File: src/rtl/flash_cmd_pkg.sv
package flash_cmd_pkg;
  localparam logic [7:0] CMD_UNLK1  = 8'hAA;
  localparam logic [7:0] CMD_UNLK2  = 8'h55;
  localparam logic [7:0] CMD_PROG   = 8'hA0;
  localparam logic [7:0] CMD_ESETUP = 8'h80;
  localparam logic [7:0] CMD_IDIN   = 8'h90;
  localparam logic [7:0] CMD_IDOUT  = 8'hF0;
  localparam logic [7:0] CMD_CHIP   = 8'h10;
  localparam logic [7:0] CMD_SECT   = 8'h30;
  localparam logic [7:0] CMD_BLOCK  = 8'h50;

  typedef enum logic [2:0] {
    S_IDLE, S_UNL1, S_UNL2, S_PROG, S_ERS1, S_ERS2, S_ERS3, S_BUSY
  } seqState_t;

  typedef struct packed {
    logic ldTarget;
    logic setId;
    logic clrId;
    logic goProg;
    logic goSect;
    logic goBlock;
    logic goChip;
  } ctlStrobe_t;
endpackage

File: src/rtl/flash_cmd_ctrl.sv
module flash_cmd_ctrl
  import flash_cmd_pkg::*;
#(
  parameter int CMP_W = 15
) (
  input  logic             clk,
  input  logic             rstN,
  input  logic             wrEn,
  input  logic [CMP_W-1:0] wrAddrLo,
  input  logic [7:0]       wrData,
  input  logic             muxMode,
  input  logic             opDone,
  output ctlStrobe_t       ctl,
  output logic             busy
);
  localparam logic [CMP_W-1:0] ADR_A = CMP_W'(16'h5555);
  localparam logic [CMP_W-1:0] ADR_B = CMP_W'(16'h2AAA);

  seqState_t st, nxt;
  logic hitA, hitB;

  assign hitA = (wrAddrLo == ADR_A);
  assign hitB = (wrAddrLo == ADR_B);

  always_comb begin
    nxt = st;
    ctl = '0;
    unique case (st)
      S_IDLE: if (wrEn && hitA && wrData == CMD_UNLK1) nxt = S_UNL1;
      S_UNL1: if (wrEn) nxt = (hitB && wrData == CMD_UNLK2) ? S_UNL2 : S_IDLE;
      S_UNL2: if (wrEn) begin
        nxt = S_IDLE;
        if (hitA) begin
          case (wrData)
            CMD_PROG:   nxt = S_PROG;
            CMD_ESETUP: nxt = S_ERS1;
            CMD_IDIN:   ctl.setId = 1'b1;
            CMD_IDOUT:  ctl.clrId = 1'b1;
            default:    nxt = S_IDLE;
          endcase
        end
      end
      S_PROG: if (wrEn) begin
        ctl.ldTarget = 1'b1;
        ctl.goProg   = 1'b1;
        nxt          = S_BUSY;
      end
      S_ERS1: if (wrEn) nxt = (hitA && wrData == CMD_UNLK1) ? S_ERS2 : S_IDLE;
      S_ERS2: if (wrEn) nxt = (hitB && wrData == CMD_UNLK2) ? S_ERS3 : S_IDLE;
      S_ERS3: if (wrEn) begin
        nxt = S_IDLE;
        if (wrData == CMD_CHIP && hitA && muxMode) begin
          ctl.goChip = 1'b1;
          nxt        = S_BUSY;
        end else if (wrData == CMD_SECT) begin
          ctl.ldTarget = 1'b1;
          ctl.goSect   = 1'b1;
          nxt          = S_BUSY;
        end else if (wrData == CMD_BLOCK) begin
          ctl.ldTarget = 1'b1;
          ctl.goBlock  = 1'b1;
          nxt          = S_BUSY;
        end
      end
      S_BUSY: if (opDone) nxt = S_IDLE;
      default: nxt = S_IDLE;
    endcase
  end

  always_ff @(posedge clk or negedge rstN) begin
    if (!rstN) st <= S_IDLE;
    else       st <= nxt;
  end

  assign busy = (st == S_BUSY);
endmodule

File: src/rtl/flash_cmd_dp.sv
module flash_cmd_dp
  import flash_cmd_pkg::*;
#(
  parameter int         ADDR_W = 19,
  parameter logic [7:0] MFG_ID = 8'h99,
  parameter logic [7:0] DEV_ID = 8'h86
) (
  input  logic              clk,
  input  logic              rstN,
  input  ctlStrobe_t        ctl,
  input  logic [ADDR_W-1:0] wrAddr,
  input  logic [7:0]        wrData,
  input  logic              rdSel,
  output logic              progStart,
  output logic              sectErase,
  output logic              blockErase,
  output logic              chipErase,
  output logic [ADDR_W-1:0] tgtAddr,
  output logic [7:0]        tgtData,
  output logic              idMode,
  output logic [7:0]        idByte
);
  always_ff @(posedge clk or negedge rstN) begin
    if (!rstN) begin
      progStart  <= 1'b0;
      sectErase  <= 1'b0;
      blockErase <= 1'b0;
      chipErase  <= 1'b0;
      tgtAddr    <= '0;
      tgtData    <= '0;
      idMode     <= 1'b0;
    end else begin
      progStart  <= ctl.goProg;
      sectErase  <= ctl.goSect;
      blockErase <= ctl.goBlock;
      chipErase  <= ctl.goChip;
      if (ctl.ldTarget) begin
        tgtAddr <= wrAddr;
        tgtData <= wrData;
      end
      if (ctl.setId)      idMode <= 1'b1;
      else if (ctl.clrId) idMode <= 1'b0;
    end
  end

  assign idByte = !idMode ? 8'h00 : (rdSel ? DEV_ID : MFG_ID);
endmodule

File: src/rtl/flash_cmd_seq.sv
module flash_cmd_seq
  import flash_cmd_pkg::*;
#(
  parameter int         ADDR_W = 19,
  parameter int         CMP_W  = 15,
  parameter logic [7:0] DEV_ID = 8'h86
) (
  input  logic              clk,
  input  logic              rstA_n,
  input  logic              rstB_n,
  input  logic              muxMode,
  input  logic              wrEn,
  input  logic [ADDR_W-1:0] wrAddr,
  input  logic [7:0]        wrData,
  input  logic              opDone,
  input  logic              rdSel,
  output logic              progStart,
  output logic              sectErase,
  output logic              blockErase,
  output logic              chipErase,
  output logic [ADDR_W-1:0] tgtAddr,
  output logic [7:0]        tgtData,
  output logic              busy,
  output logic              idMode,
  output logic [7:0]        idByte
);
  logic       rstN;
  ctlStrobe_t ctl;

  assign rstN = rstA_n & rstB_n;

  flash_cmd_ctrl #(.CMP_W(CMP_W)) u_ctrl (
    .clk(clk), .rstN(rstN), .wrEn(wrEn), .wrAddrLo(wrAddr[CMP_W-1:0]),
    .wrData(wrData), .muxMode(muxMode), .opDone(opDone), .ctl(ctl), .busy(busy)
  );

  flash_cmd_dp #(.ADDR_W(ADDR_W), .DEV_ID(DEV_ID)) u_dp (
    .clk(clk), .rstN(rstN), .ctl(ctl), .wrAddr(wrAddr), .wrData(wrData),
    .rdSel(rdSel), .progStart(progStart), .sectErase(sectErase),
    .blockErase(blockErase), .chipErase(chipErase), .tgtAddr(tgtAddr),
    .tgtData(tgtData), .idMode(idMode), .idByte(idByte)
  );
endmodule

File: config.mk
export PLATFORM = sky130hd
export DESIGN_NAME = flash_cmd_seq
export DESIGN_NICKNAME = d
export VERILOG_FILES = /design/src/rtl/flash_cmd_pkg.sv /design/src/rtl/flash_cmd_ctrl.sv /design/src/rtl/flash_cmd_dp.sv /design/src/rtl/flash_cmd_seq.sv
export SDC_FILE = /design/constraint.sdc
export NUM_CORES = 1
export LEC_CHECK = 0
export ABC_AREA = 1
export BUFFER_PORTS_ARGS = -buffer_cell sky130_fd_sc_hd__buf_2
export CAP_MARGIN = 10
export CORE_AREA = 2 2 80 82
export DETAILED_ROUTE_END_ITERATION = 12
export DIE_AREA = 0 0 82 84
export PLACE_DENSITY = 0.64
export SETUP_SLACK_MARGIN = 0.4
export SYNTH_ARGS = -nofsm -noshare
export SYNTH_HDL_FRONTEND = slang
export SYNTH_SLANG_ARGS = --single-unit
File: constraint.sdc
create_clock -name clk -period 1.97 [get_ports clk]
set_input_delay 0.394 -clock clk [delete_from_list [all_inputs] [get_ports clk]]
set_output_delay 0.394 -clock clk [all_outputs]
set_load 0.1 [all_outputs]
==> results of run 1 <==
==> Yosys cell counts, types with 2 or more instances <==
cell type / count
nand2_1: 59
nor3_1: 6
nand2_2: 2
or2_2: 2
buf_12: 2
o21ai_0: 2
nand4_1: 6
a21oi_2: 13
buf_4: 6
nand3_1: 29
nor2_1: 51
a21oi_1: 2
nor2_2: 13
inv_2: 4
buf_6: 2
inv_1: 25
dfrtp_1: 35
==> state kept, by name, summed over array words and instances, names as in the netlist <==
register         count
u_ctrl.st            3
u_dp.tgtData         8
u_dp.chipErase       1
u_dp.blockErase      1
u_dp.tgtAddr        19
u_dp.progStart       1
u_dp.sectErase       1
u_dp.idMode          1
==> timing repair <==
action	4_1_cts	5_1_grt
gates cloned	2	0
pin swaps	2	2
hold buffers	0	0
setup buffers	0	1
setup endpoints to repair	33	36
resized for setup	13	12
==> layout make-up <==
| class | count | area (um2) | area share [%] |
|---|---|---|---|
| Clock buffer | 5 | 68.8 | 2.60 |
| Clock inverter | 3 | 20.0 | 0.756 |
| Inverter | 29 | 116 | 4.39 |
| Multi-Input combinational cell | 195 | 1000 | 37.8 |
| Sequential cell | 35 | 883 | 33.3 |
| Tap cell | 77 | 96.3 | 3.64 |
| Timing Repair Buffer | 76 | 462 | 17.4 |
==> worst paths after layout <==
check | from | to | slack (ns) | cells after the start
max | u_dp.idMode$_DFFE_PN0P_ | idByte[4] | 0.40 | 3
min | rstB_n | u_dp.tgtAddr[10]$_DFFE_PN0P_ | 0.18 | 3
max reg2reg | u_ctrl.st[1]$_DFFE_PN0P_ | u_dp.tgtData[2]$_DFFE_PN0P_ | 0.43 | 7
min reg2reg | u_dp.tgtData[1]$_DFFE_PN0P_ | u_dp.tgtData[1]$_DFFE_PN0P_ | 0.51 | 2
max in group asynchronous | rstA_n | u_ctrl.st[0]$_DFFE_PN0P_ | 1.24 | 4
min in group clk | wrAddr[18] | u_dp.tgtAddr[18]$_DFFE_PN0P_ | 0.28 | 3
==> metal layers <==
metal  share of wire (%)  global-route usage [%]  up-vias
met3                 7.4                    4.44        6
met1                  44                    22.4      912
met5                   0                       0        -
met2                  47                    24.3       77
li1                    -                       -      986
met4                 1.1                    5.76        0
==> worst reg2reg max path, cell delays in order, from the launching register on <==
cell     delay, ns
dfrtp_2       0.42
inv_2         0.07
nor3_4        0.20
nand2_1       0.10
or2_4         0.32
nand2_4       0.20
nor2_2        0.06
a21oi_2       0.10
==> power by group through the flow <==
stage                     combinational (uW)  sequential (uW)  clock (uW)
after floorplan                          141              759           0
after global placement                   222              763           0
after detailed placement                 228              764           0
after CTS                                230              752         536
after global routing                     263              754         576
final                                    231              752         518
==> per-stage QoR <==
stage	power, uW	instances	instance area [um2]
2_1_floorplan	900	270	2120
3_3_place_gp	986	409	2450
3_5_place_dp	991	409	2450
4_1_cts	1520	419	2600
5_1_grt	1590	420	2650
6_report	1500	420	2650
==> logic make-up after synthesis <==
group	count (synthesis)	share of synthesized area, %
AND/OR/NAND/NOR	174	38.9
buffers and inverters	42	11.7
flip-flops	35	42.7
AO/OA/AOI/OAI	17	6.52
other	1	0.183
==> impl_metrics.tcl, run 1 <==
set metrics [dict create \
    grt_pass1_vias 1845 \
    slowest_delay_ns 0.44 \
    worst_slew_pin_slew_ns 0.611 \
    cellPowerDensity_mw_per_mm2 566 \
    fillers 621 \
    layout_commonest_cell "buf_2" \
    yosys.area.top_type_share_pct 42.7 \
    path_delay_family "flip-flops" \
    tns_ns 0 \
    relSlewSlack_pct 59.2 \
    core_mm2 0.00610 \
    overflow 0 \
    dpl.hpwl_mm 3.90 \
    ant_nets 0 \
    p_switching_uw 450 \
    crit_slowest_cell "dfrtp_4" \
    die_x_um 82 \
    crit_type "flop to primary output" \
    cts_root_buf "clkbuf_8" \
    synth_enable_flop_cells 0 \
    ys_top_cells_by_area "dfrtp_1, nand2_1, nor2_1, nand3_1, a21oi_2" \
    place_congestion 0.834 \
    dieArea_mm2 0.00689 \
    cts_tree "built" \
    pre_cts_slack_ns 0.111 \
    min_period_ns 1.57 \
    start_kind "flop" \
    finalCritPeriodShare_pct 79.8 \
    mostFrequentLayoutCells "buf_2, nand2_1, nor2_1" \
    async_flop_share_pct 100 \
    clock_power_share_pct 34.5 \
    arrival_ns 1.18 \
    p_leak_uw 0.00144 \
    n_antenna_cell 0 \
    antenna_found_initial 0 \
    maxCapViolCount 0 \
    clockBufferDepth 2 \
    worstSkewPairLatency_ns 0.29 \
    htree_levels 2 \
    setup_ws_ns 0.397 \
    wl_mm 5.32 \
    ys_ff_latch 35 \
    hp-class "input pin to asynchronous set/reset pin" \
    syn_to_final_growth_pct 29.0 \
    drtPass1Iterations 4 \
    worstPathMaxFanout 5 \
    grt_use_total_pct 16.3 \
    fin_nets 376 \
    synthFlopType "dfrtp_1" \
    synth_top_cell_by_area "dfrtp_1" \
    drv_slew 0 \
    cts.sinks 35 \
    path_buf_inv 2 \
    portBuffers 72 \
    viasPerCell 4.72 \
    irDropWorstVdd_mv 0.273 \
    required_ns 1.58 \
    rsz0062_at_grt "yes" \
    hold_ws_ns 0.184 \
    internal_power_uw 1050 \
    combPwrFrac_pct 15.4 \
    numCtsBuffers 5 \
    grt_max_degree 22 \
    yosysWarnings 0 \
    first_iter_violations 179 \
    initial_core_util_pct 33.7 \
    drc 0 \
    swShare_pct 30.0 \
    final_hold_viol_count 0 \
    die_h_um 84 \
    status "completed" \
    p_seq_share_pct 50.1 \
    syn_area_mm2 0.00205 \
    routedWlPerCell_um 12.7 \
    ys_seq_area_share_pct 42.7 \
    grt_pass1_wl_mm 8.60 \
    crit_chain "inv_2 -> nor2_4 -> buf_6" \
    avgSynthCellArea_um2 7.63 \
    synthCells 269 \
    synth_cell_types 27 \
    fp-row-count 29 \
    fin_worst_skew_ns 0.0102 \
    final_util_pct 43.5 \
    worst_setup_path_end_kind "primary output" \
    clkTransAtPathRegs_ns 0.07 \
    ioPinCount 75 \
    max_freq_mhz 636 \
    drive_gt1_share_pct 39.7 \
    vias 1981 \
    setup_viol 0 \
]
No activity file was read; power rests on OpenSTA's default activity.
==> run 2, diff against run 1 <==
--- a/config.mk
+++ b/config.mk
@@ -5,13 +5,13 @@
 export SDC_FILE = /design/constraint.sdc
 export NUM_CORES = 1
 export LEC_CHECK = 0
-export ABC_AREA = 1
+export ABC_AREA = 0
 export BUFFER_PORTS_ARGS = -buffer_cell sky130_fd_sc_hd__buf_2
 export CAP_MARGIN = 10
-export CORE_AREA = 2 2 80 82
+export CORE_AREA = 2 2 76 78
 export DETAILED_ROUTE_END_ITERATION = 12
-export DIE_AREA = 0 0 82 84
-export PLACE_DENSITY = 0.64
+export DIE_AREA = 0 0 78 80
+export PLACE_DENSITY = 0.65
 export SETUP_SLACK_MARGIN = 0.4
 export SYNTH_ARGS = -nofsm -noshare
 export SYNTH_HDL_FRONTEND = slang
==> constraint.sdc (replaced) <==
create_clock -name clk -period 1.45 [get_ports clk]
set_input_delay 0.29 -clock clk [delete_from_list [all_inputs] [get_ports clk]]
set_output_delay 0.29 -clock clk [all_outputs]
set_load 0.1 [all_outputs]
==> run 2 against run 1 <==
Against the previous run: the run now ends with negative setup slack left; cell area is 35% higher; hold slack worse by 0.14 ns; synthesized area is 10% lower; utilization is 23 points higher; critical path depth is 4 higher; non-clock buffer count is 51 higher; die area is 9.4% lower; synthesized cell count is 45% lower; count of clock-buffer cells in the layout is 1 higher; sequential share of layout area is 7.7 points lower; register-to-register slack worse by 0.60 ns.
==> impl_metrics.tcl, run 2 <==
set metrics [dict create \
    status "complete, but fails checks" \
    violations "negative setup slack" \
    final_hold_viol_count 0 \
    required_ns 1.67 \
    worst_setup_path_end_kind "flop" \
    async_flop_share_pct 100 \
    finalPower_uw 4120 \
    htree_levels 2 \
    routedWlPerCell_um 16.3 \
    cts.sinks 35 \
    maxCapViolCount 0 \
    place_congestion 0.832 \
    synth_enable_flop_cells 0 \
    die_h_um 80 \
    cellPowerDensity_mw_per_mm2 1150 \
    viasPerCell 4.86 \
    setup_viol 35 \
    avgSynthCellArea_um2 12.5 \
    hp-class "input pin to asynchronous set/reset pin" \
    path_delay_family "simple AND/OR/NAND/NOR gates" \
    finalCritPeriodShare_pct 112 \
    drive_gt1_share_pct 80.5 \
    pre_cts_slack_ns -0.348 \
    largest_reg_flops 19 \
    synth_top_cell_by_area "dfrtp_1" \
    crit_chain "buf_6 -> buf_4 -> inv_4 -> or4b_4 -> nor4_4 -> o21ai_2 -> nand3_2" \
    crit_slowest_cell "or4b_4" \
    clockBufferDepth 2 \
    arrival_ns 1.84 \
    n_antenna_cell 0 \
    synthFlopType "dfrtp_1" \
    fillers 403 \
    fp-row-count 27 \
    synth_cell_types 44 \
    drtPass1Iterations 4 \
    syn_area_mm2 0.00185 \
    portBuffers 72 \
    clock_power_share_pct 16.9 \
    path_buf_inv 3 \
    antenna_found_initial 0 \
    synthTopCellsByCount "dfrtp_1, mux2_4, nand2_1" \
    grt_pass1_vias 1756 \
    initial_core_util_pct 34.1 \
    cts_root_buf "clkbuf_8" \
    max_freq_mhz 618 \
    top_register "u_dp.tgtAddr" \
    yosysWarnings 0 \
    core_mm2 0.00541 \
    syn_to_final_growth_pct 94.2 \
    p_switching_uw 1740 \
    cts_tree "built" \
    internal_power_uw 2380 \
    fin_worst_skew_ns 0.00184 \
    grt_pass1_wl_mm 8.67 \
    drv_slew 0 \
    final_area_mm2 0.00358 \
    numCtsBuffers 5 \
    yosysMostFrequentCell "dfrtp_1" \
    p_leak_uw 0.00163 \
    synthCells 148 \
    first_iter_violations 39 \
    p_seq_share_pct 31.5 \
    ys_seq_area_share_pct 47.5 \
    grt_max_degree 21 \
    fin_nets 306 \
    overflow 0 \
    ys_top_cells_by_area "dfrtp_1, mux2_4, buf_4, a22o_1, buf_12" \
    worstSkewPairLatency_ns 0.28 \
    irDropWorstVdd_mv 0.628 \
    combPwrFrac_pct 51.6 \
    slowest_delay_ns 0.49 \
    start_kind "flop" \
    min_period_ns 1.62 \
    rsz0062_at_grt "yes" \
    largestRegisters "u_dp.tgtAddr x19, u_dp.tgtData x8, u_ctrl.st x3" \
    ant_nets 0 \
    clkTransAtPathRegs_ns 0.07 \
    drc 0 \
    yosys.area.top_type_share_pct 47.5 \
    wl_mm 5.61 \
    die_x_um 78 \
    worstPathMaxFanout 3 \
    final_util_pct 66.3 \
    mostFrequentLayoutCells "buf_12, buf_4, buf_2" \
    grt_use_total_pct 17.7 \
    swShare_pct 42.2 \
    dieArea_mm2 0.00624 \
    ioPinCount 75 \
    dpl.hpwl_mm 3.66 \
    crit_type "flop to flop" \
    tns_ns -3.95 \
    dpl_cell_area_mm2 0.00266 \
    vias 1673 \
    setup_ws_ns -0.169 \
    ys_ff_latch 35 \
]
-- run 2: changes by cell type after synthesis, sizes merged, moves of 4 or more --
cell | before | now
inv | 29 | 2
nor3 | 7 | 3
a21oi | 15 | 3
nand2 | 62 | 10
nand3 | 29 | 4
a22o | 0 | 5
mux2 | 0 | 22
nor2 | 65 | 8
-- run 2: path summary, 6_finish.rpt --
path,slack (ns),to,depth (start not counted),start
max,-0.17,u_ctrl.st[1]$_DFFE_PN0P_,7,u_ctrl.st[0]$_DFFE_PN0P_
min,0.04,u_dp.tgtAddr[2]$_DFFE_PN0P_,2,rstB_n
max reg2reg,-0.17,u_ctrl.st[1]$_DFFE_PN0P_,7,u_ctrl.st[0]$_DFFE_PN0P_
min reg2reg,0.54,u_dp.tgtData[3]$_DFFE_PN0P_,1,u_dp.tgtData[3]$_DFFE_PN0P_
max in group asynchronous,0.94,u_dp.idMode$_DFFE_PN0P_,3,rstA_n
min in group clk,0.24,u_dp.tgtAddr[16]$_DFFE_PN0P_,2,wrAddr[16]
-- run 2: power by group through the flow --
stage / Combinational [uW] / Sequential (uW) / Clock [uW]
5_1_grt: 2180 / 1320 / 766
3_3_place_gp: 1540 / 1230 / 0
6_report: 2130 / 1300 / 696
2_1_floorplan: 261 / 2190 / 0
3_5_place_dp: 1550 / 1220 / 0
4_1_cts: 2030 / 1290 / 721
-- run 2: final cells by class --
class	instances	area [um2]	share of cell area, %
multi-input cells	101	1030	28.8
well taps	72	90.1	2.51
flip-flops and latches	35	918	25.6
clock buffers	6	82.6	2.30
clock inverters	1	5.00	0.140
repair buffers	127	1450	40.3
inverters	2	10.0	0.279
-- run 2: cell families after synthesis --
kind of cell           count (synthesis)  synth area share [%]
muxes                                 24                  18.6
DFF                                   35                  47.5
and+or+nand+nor                       55                  19.5
buffers and inverters                 13                  6.44
other                                  1                 0.203
AOI/OAI and AO/OA                     20                  7.80
-- run 2: per-stage QoR --
| step | hold WS, ns | std cells |
|---|---|---|
| after CTS | 0.0438 | 336 |
| after global routing | 0.0538 | 344 |
| after global placement | 0.345 | 310 |
| after detailed placement | 0.352 | 310 |
| after floorplan | 0.360 | 149 |
| final | 0.0418 | 344 |
-- run 2: repair_timing --
item / CTS / global route
gates resized for setup: 141 / 16
gates cloned: 1 / 0
setup buffers: 18 / 8
hold buffers: 0 / 0
pin swaps: 5 / 10
endpoints found under the setup margin: 73 / 74
-- run 2: worst register-to-register path, cell delays in order (launching register included) --
cell     delay [ns]
dfrtp_1        0.40
buf_6          0.13
buf_4          0.11
inv_4          0.03
or4b_4         0.49
nor4_4         0.22
o21ai_2        0.10
nand3_2        0.08
-- run 2: metal layers --
metal | wire length (um) | part of all wire, % | global-route usage, %
met1 | 2300 | 41 | 22.2
met2 | 2970 | 53 | 30.9
met3 | 307 | 5.5 | 4.07
met4 | 31 | 0.55 | 4.56
met5 | 0 | 0 | 0
==> run 3, diff against run 2 <==
--- a/config.mk
+++ b/config.mk
@@ -6,12 +6,12 @@
 export NUM_CORES = 1
 export LEC_CHECK = 0
 export ABC_AREA = 0
-export BUFFER_PORTS_ARGS = -buffer_cell sky130_fd_sc_hd__buf_2
+export BUFFER_PORTS_ARGS = -buffer_cell sky130_fd_sc_hd__clkbuf_2
 export CAP_MARGIN = 10
-export CORE_AREA = 2 2 76 78
+export CORE_AREA = 2 2 66 68
 export DETAILED_ROUTE_END_ITERATION = 12
-export DIE_AREA = 0 0 78 80
-export PLACE_DENSITY = 0.65
+export DIE_AREA = 0 0 68 70
+export PLACE_DENSITY = 0.81
 export SETUP_SLACK_MARGIN = 0.4
 export SYNTH_ARGS = -nofsm -noshare
 export SYNTH_HDL_FRONTEND = slang
==> run 3 against run 2 <==
Against the previous run: clock power is 33% higher; maximum frequency is 6.8% lower; highest routed layer unchanged; total power is 8.0% higher; critical path type unchanged; cell count is 2.0% lower; combinational power is 3% higher; global-route usage is 15 points higher; critical path depth is 1 lower; the flow still finishes with violations (negative setup slack); cell area is 3.9% higher; non-clock buffer count is 12 higher; worst setup slack worse by 0.12 ns.
==> impl_metrics.tcl, run 3 (synthesis gave the netlist of run 2 again) <==
set metrics [dict create \
    n_antenna_cell 0 \
    tns_ns -7.09 \
    cp-startpoint "u_ctrl.st[0]$_DFFE_PN0P_" \
    p_leak_uw 0.00173 \
    setup_ws_ns -0.287 \
    cellPowerDensity_mw_per_mm2 1200 \
    fp-row-count 24 \
    path_delay_family "simple AND/OR/NAND/NOR gates" \
    wl_mm 9.17 \
    min_period_ns 1.74 \
    cts_root_buf "clkbuf_8" \
    crit_slowest_cell "or4b_4" \
    core_mm2 0.00414 \
    overflow 0 \
    r2r_start "u_ctrl.st[0]$_DFFE_PN0P_" \
    routedWlPerCell_um 27.2 \
    viasPerCell 6.13 \
    die_x_um 68 \
    syn_to_final_growth_pct 102 \
    drive_gt1_share_pct 82.1 \
    grt_max_degree 19 \
    drtPass1Iterations 6 \
    slowest_delay_ns 0.50 \
    worstPathMaxFanout 4 \
    status "complete, but fails checks" \
    drc 0 \
    hold_ws_ns 0.0689 \
    drv_slew 0 \
    max_freq_mhz 576 \
    worst_setup_path_end_kind "flop" \
    die_h_um 70 \
    start_kind "flop" \
    pre_cts_slack_ns -0.354 \
    crit_type "flop to flop" \
    finalCritPeriodShare_pct 120 \
    ant_nets 0 \
    antenna_found_initial 0 \
    arrival_ns 1.96 \
    portBuffers 72 \
    crit_chain "buf_6 -> inv_2 -> or4b_4 -> nor4_4 -> o21ai_1 -> nand3_1" \
    final_hold_viol_count 0 \
    maxCapViolCount 0 \
    cts_tree "built" \
    internal_power_uw 2520 \
    p_seq_share_pct 29.7 \
    htree_levels 2 \
    place_congestion 0.876 \
    setup_viol 35 \
    clkTransAtPathRegs_ns 0.08 \
    grt_pass1_vias 1996 \
    largest_reg_flops 19 \
    grt_pass1_wl_mm 11.2 \
    ioPinCount 75 \
    initial_core_util_pct 44.5 \
    vias 2066 \
    dpl.hpwl_mm 3.86 \
    irDropWorstVdd_mv 1.13 \
    swShare_pct 43.4 \
    combPwrFrac_pct 49.5 \
    fin_nets 318 \
    clockBufferDepth 2 \
    p_switching_uw 1930 \
    layout_commonest_cell "buf_4" \
    worstSkewPairLatency_ns 0.30 \
    clock_power_share_pct 20.8 \
    numCtsBuffers 5 \
    required_ns 1.68 \
    first_iter_violations 264 \
    path_buf_inv 2 \
    fin_worst_skew_ns 0.00483 \
    mostFrequentLayoutCells "buf_4, buf_12, clkbuf_2" \
    cts.sinks 35 \
    violations "negative setup slack" \
    top_register "u_dp.tgtAddr" \
    hold_buffers 0 \
    fillers 141 \
    dieArea_mm2 0.00476 \
    hp-class "input pin to asynchronous set/reset pin" \
    grt_use_total_pct 33.1 \
    rsz0062_at_grt "yes" \
    largestRegisters "u_dp.tgtAddr x19, u_dp.tgtData x8, u_ctrl.st x3" \
]
run 3: cell count changes in the layout (fill, tap and decap cells not counted), sizes merged:
cell,previous run,this run
bufinv,0,1
clkbuf,6,40
clkinv,1,2
buf,127,104
run 3: metal layers:
layer / GRT usage (%) / vias to the layer above / part of all wire [%]
met5: 0 / - / 0
met4: 19.1 / 0 / 6.3
met3: 7.25 / 51 / 9.3
met2: 53.1 / 190 / 48
met1: 39.7 / 1009 / 36
li1: - / 816 / -
run 3: area by class of cell:
type / instances / area (um2) / share of cell area (%)
repair buffers: 139 / 1560 / 41.8
inverters: 2 / 7.51 / 0.202
multi-input cells: 101 / 1060 / 28.5
clock inverters: 3 / 43.8 / 1.18
flip-flops and latches: 35 / 920 / 24.7
well taps: 52 / 65.1 / 1.75
clock buffers: 5 / 68.8 / 1.85
run 3: final timing paths:
path / to / slack [ns] / depth (start not counted)
hold / removal: u_dp.tgtData[3]$_DFFE_PN0P_ / 0.07 / 2
hold reg to reg: u_dp.tgtData[6]$_DFFE_PN0P_ / 0.57 / 1
setup / recovery: u_ctrl.st[1]$_DFFE_PN0P_ / -0.29 / 6
min in group clk: u_dp.tgtAddr[17]$_DFFE_PN0P_ / 0.22 / 2
setup reg to reg: u_ctrl.st[1]$_DFFE_PN0P_ / -0.29 / 6
max in group asynchronous: u_dp.tgtAddr[17]$_DFFE_PN0P_ / 0.80 / 3
run 3: power by group through the flow:
stage	Sequential [uW]	Clock, uW	Combinational, uW
2_1_floorplan	2190	0	261
3_3_place_gp	1230	0	1610
3_5_place_dp	1230	0	1640
4_1_cts	1290	904	2030
5_1_grt	1330	952	2240
6_report	1320	925	2200
run 3: what timing repair did:
action / in CTS / in global routing
pin swaps: 11 / 10
hold endpoints to repair: 0 / 0
endpoints found under the setup margin: 73 / 74
buffers inserted: 15 / 16
gates resized for setup: 113 / 19
gates cloned: 1 / 2
run 3: worst reg2reg max path: stages, from the launching register on:
cell and delay, ns:
dfrtp_1 0.43, buf_6 0.15, inv_2 0.05, or4b_4 0.50, nor4_4 0.22, o21ai_1 0.15, nand3_1 0.15
run 3: through the flow:
stage | utilization [%] | power, uW | cell area [um2] | instances
after global placement | 66.1 | 2850 | 2740 | 295
after CTS | 83.5 | 4230 | 3460 | 319
after global routing | 89.9 | 4520 | 3720 | 337
final | 89.9 | 4450 | 3720 | 337
after detailed placement | 66.1 | 2870 | 2740 | 295
after floorplan | - | 2450 | 1990 | 149
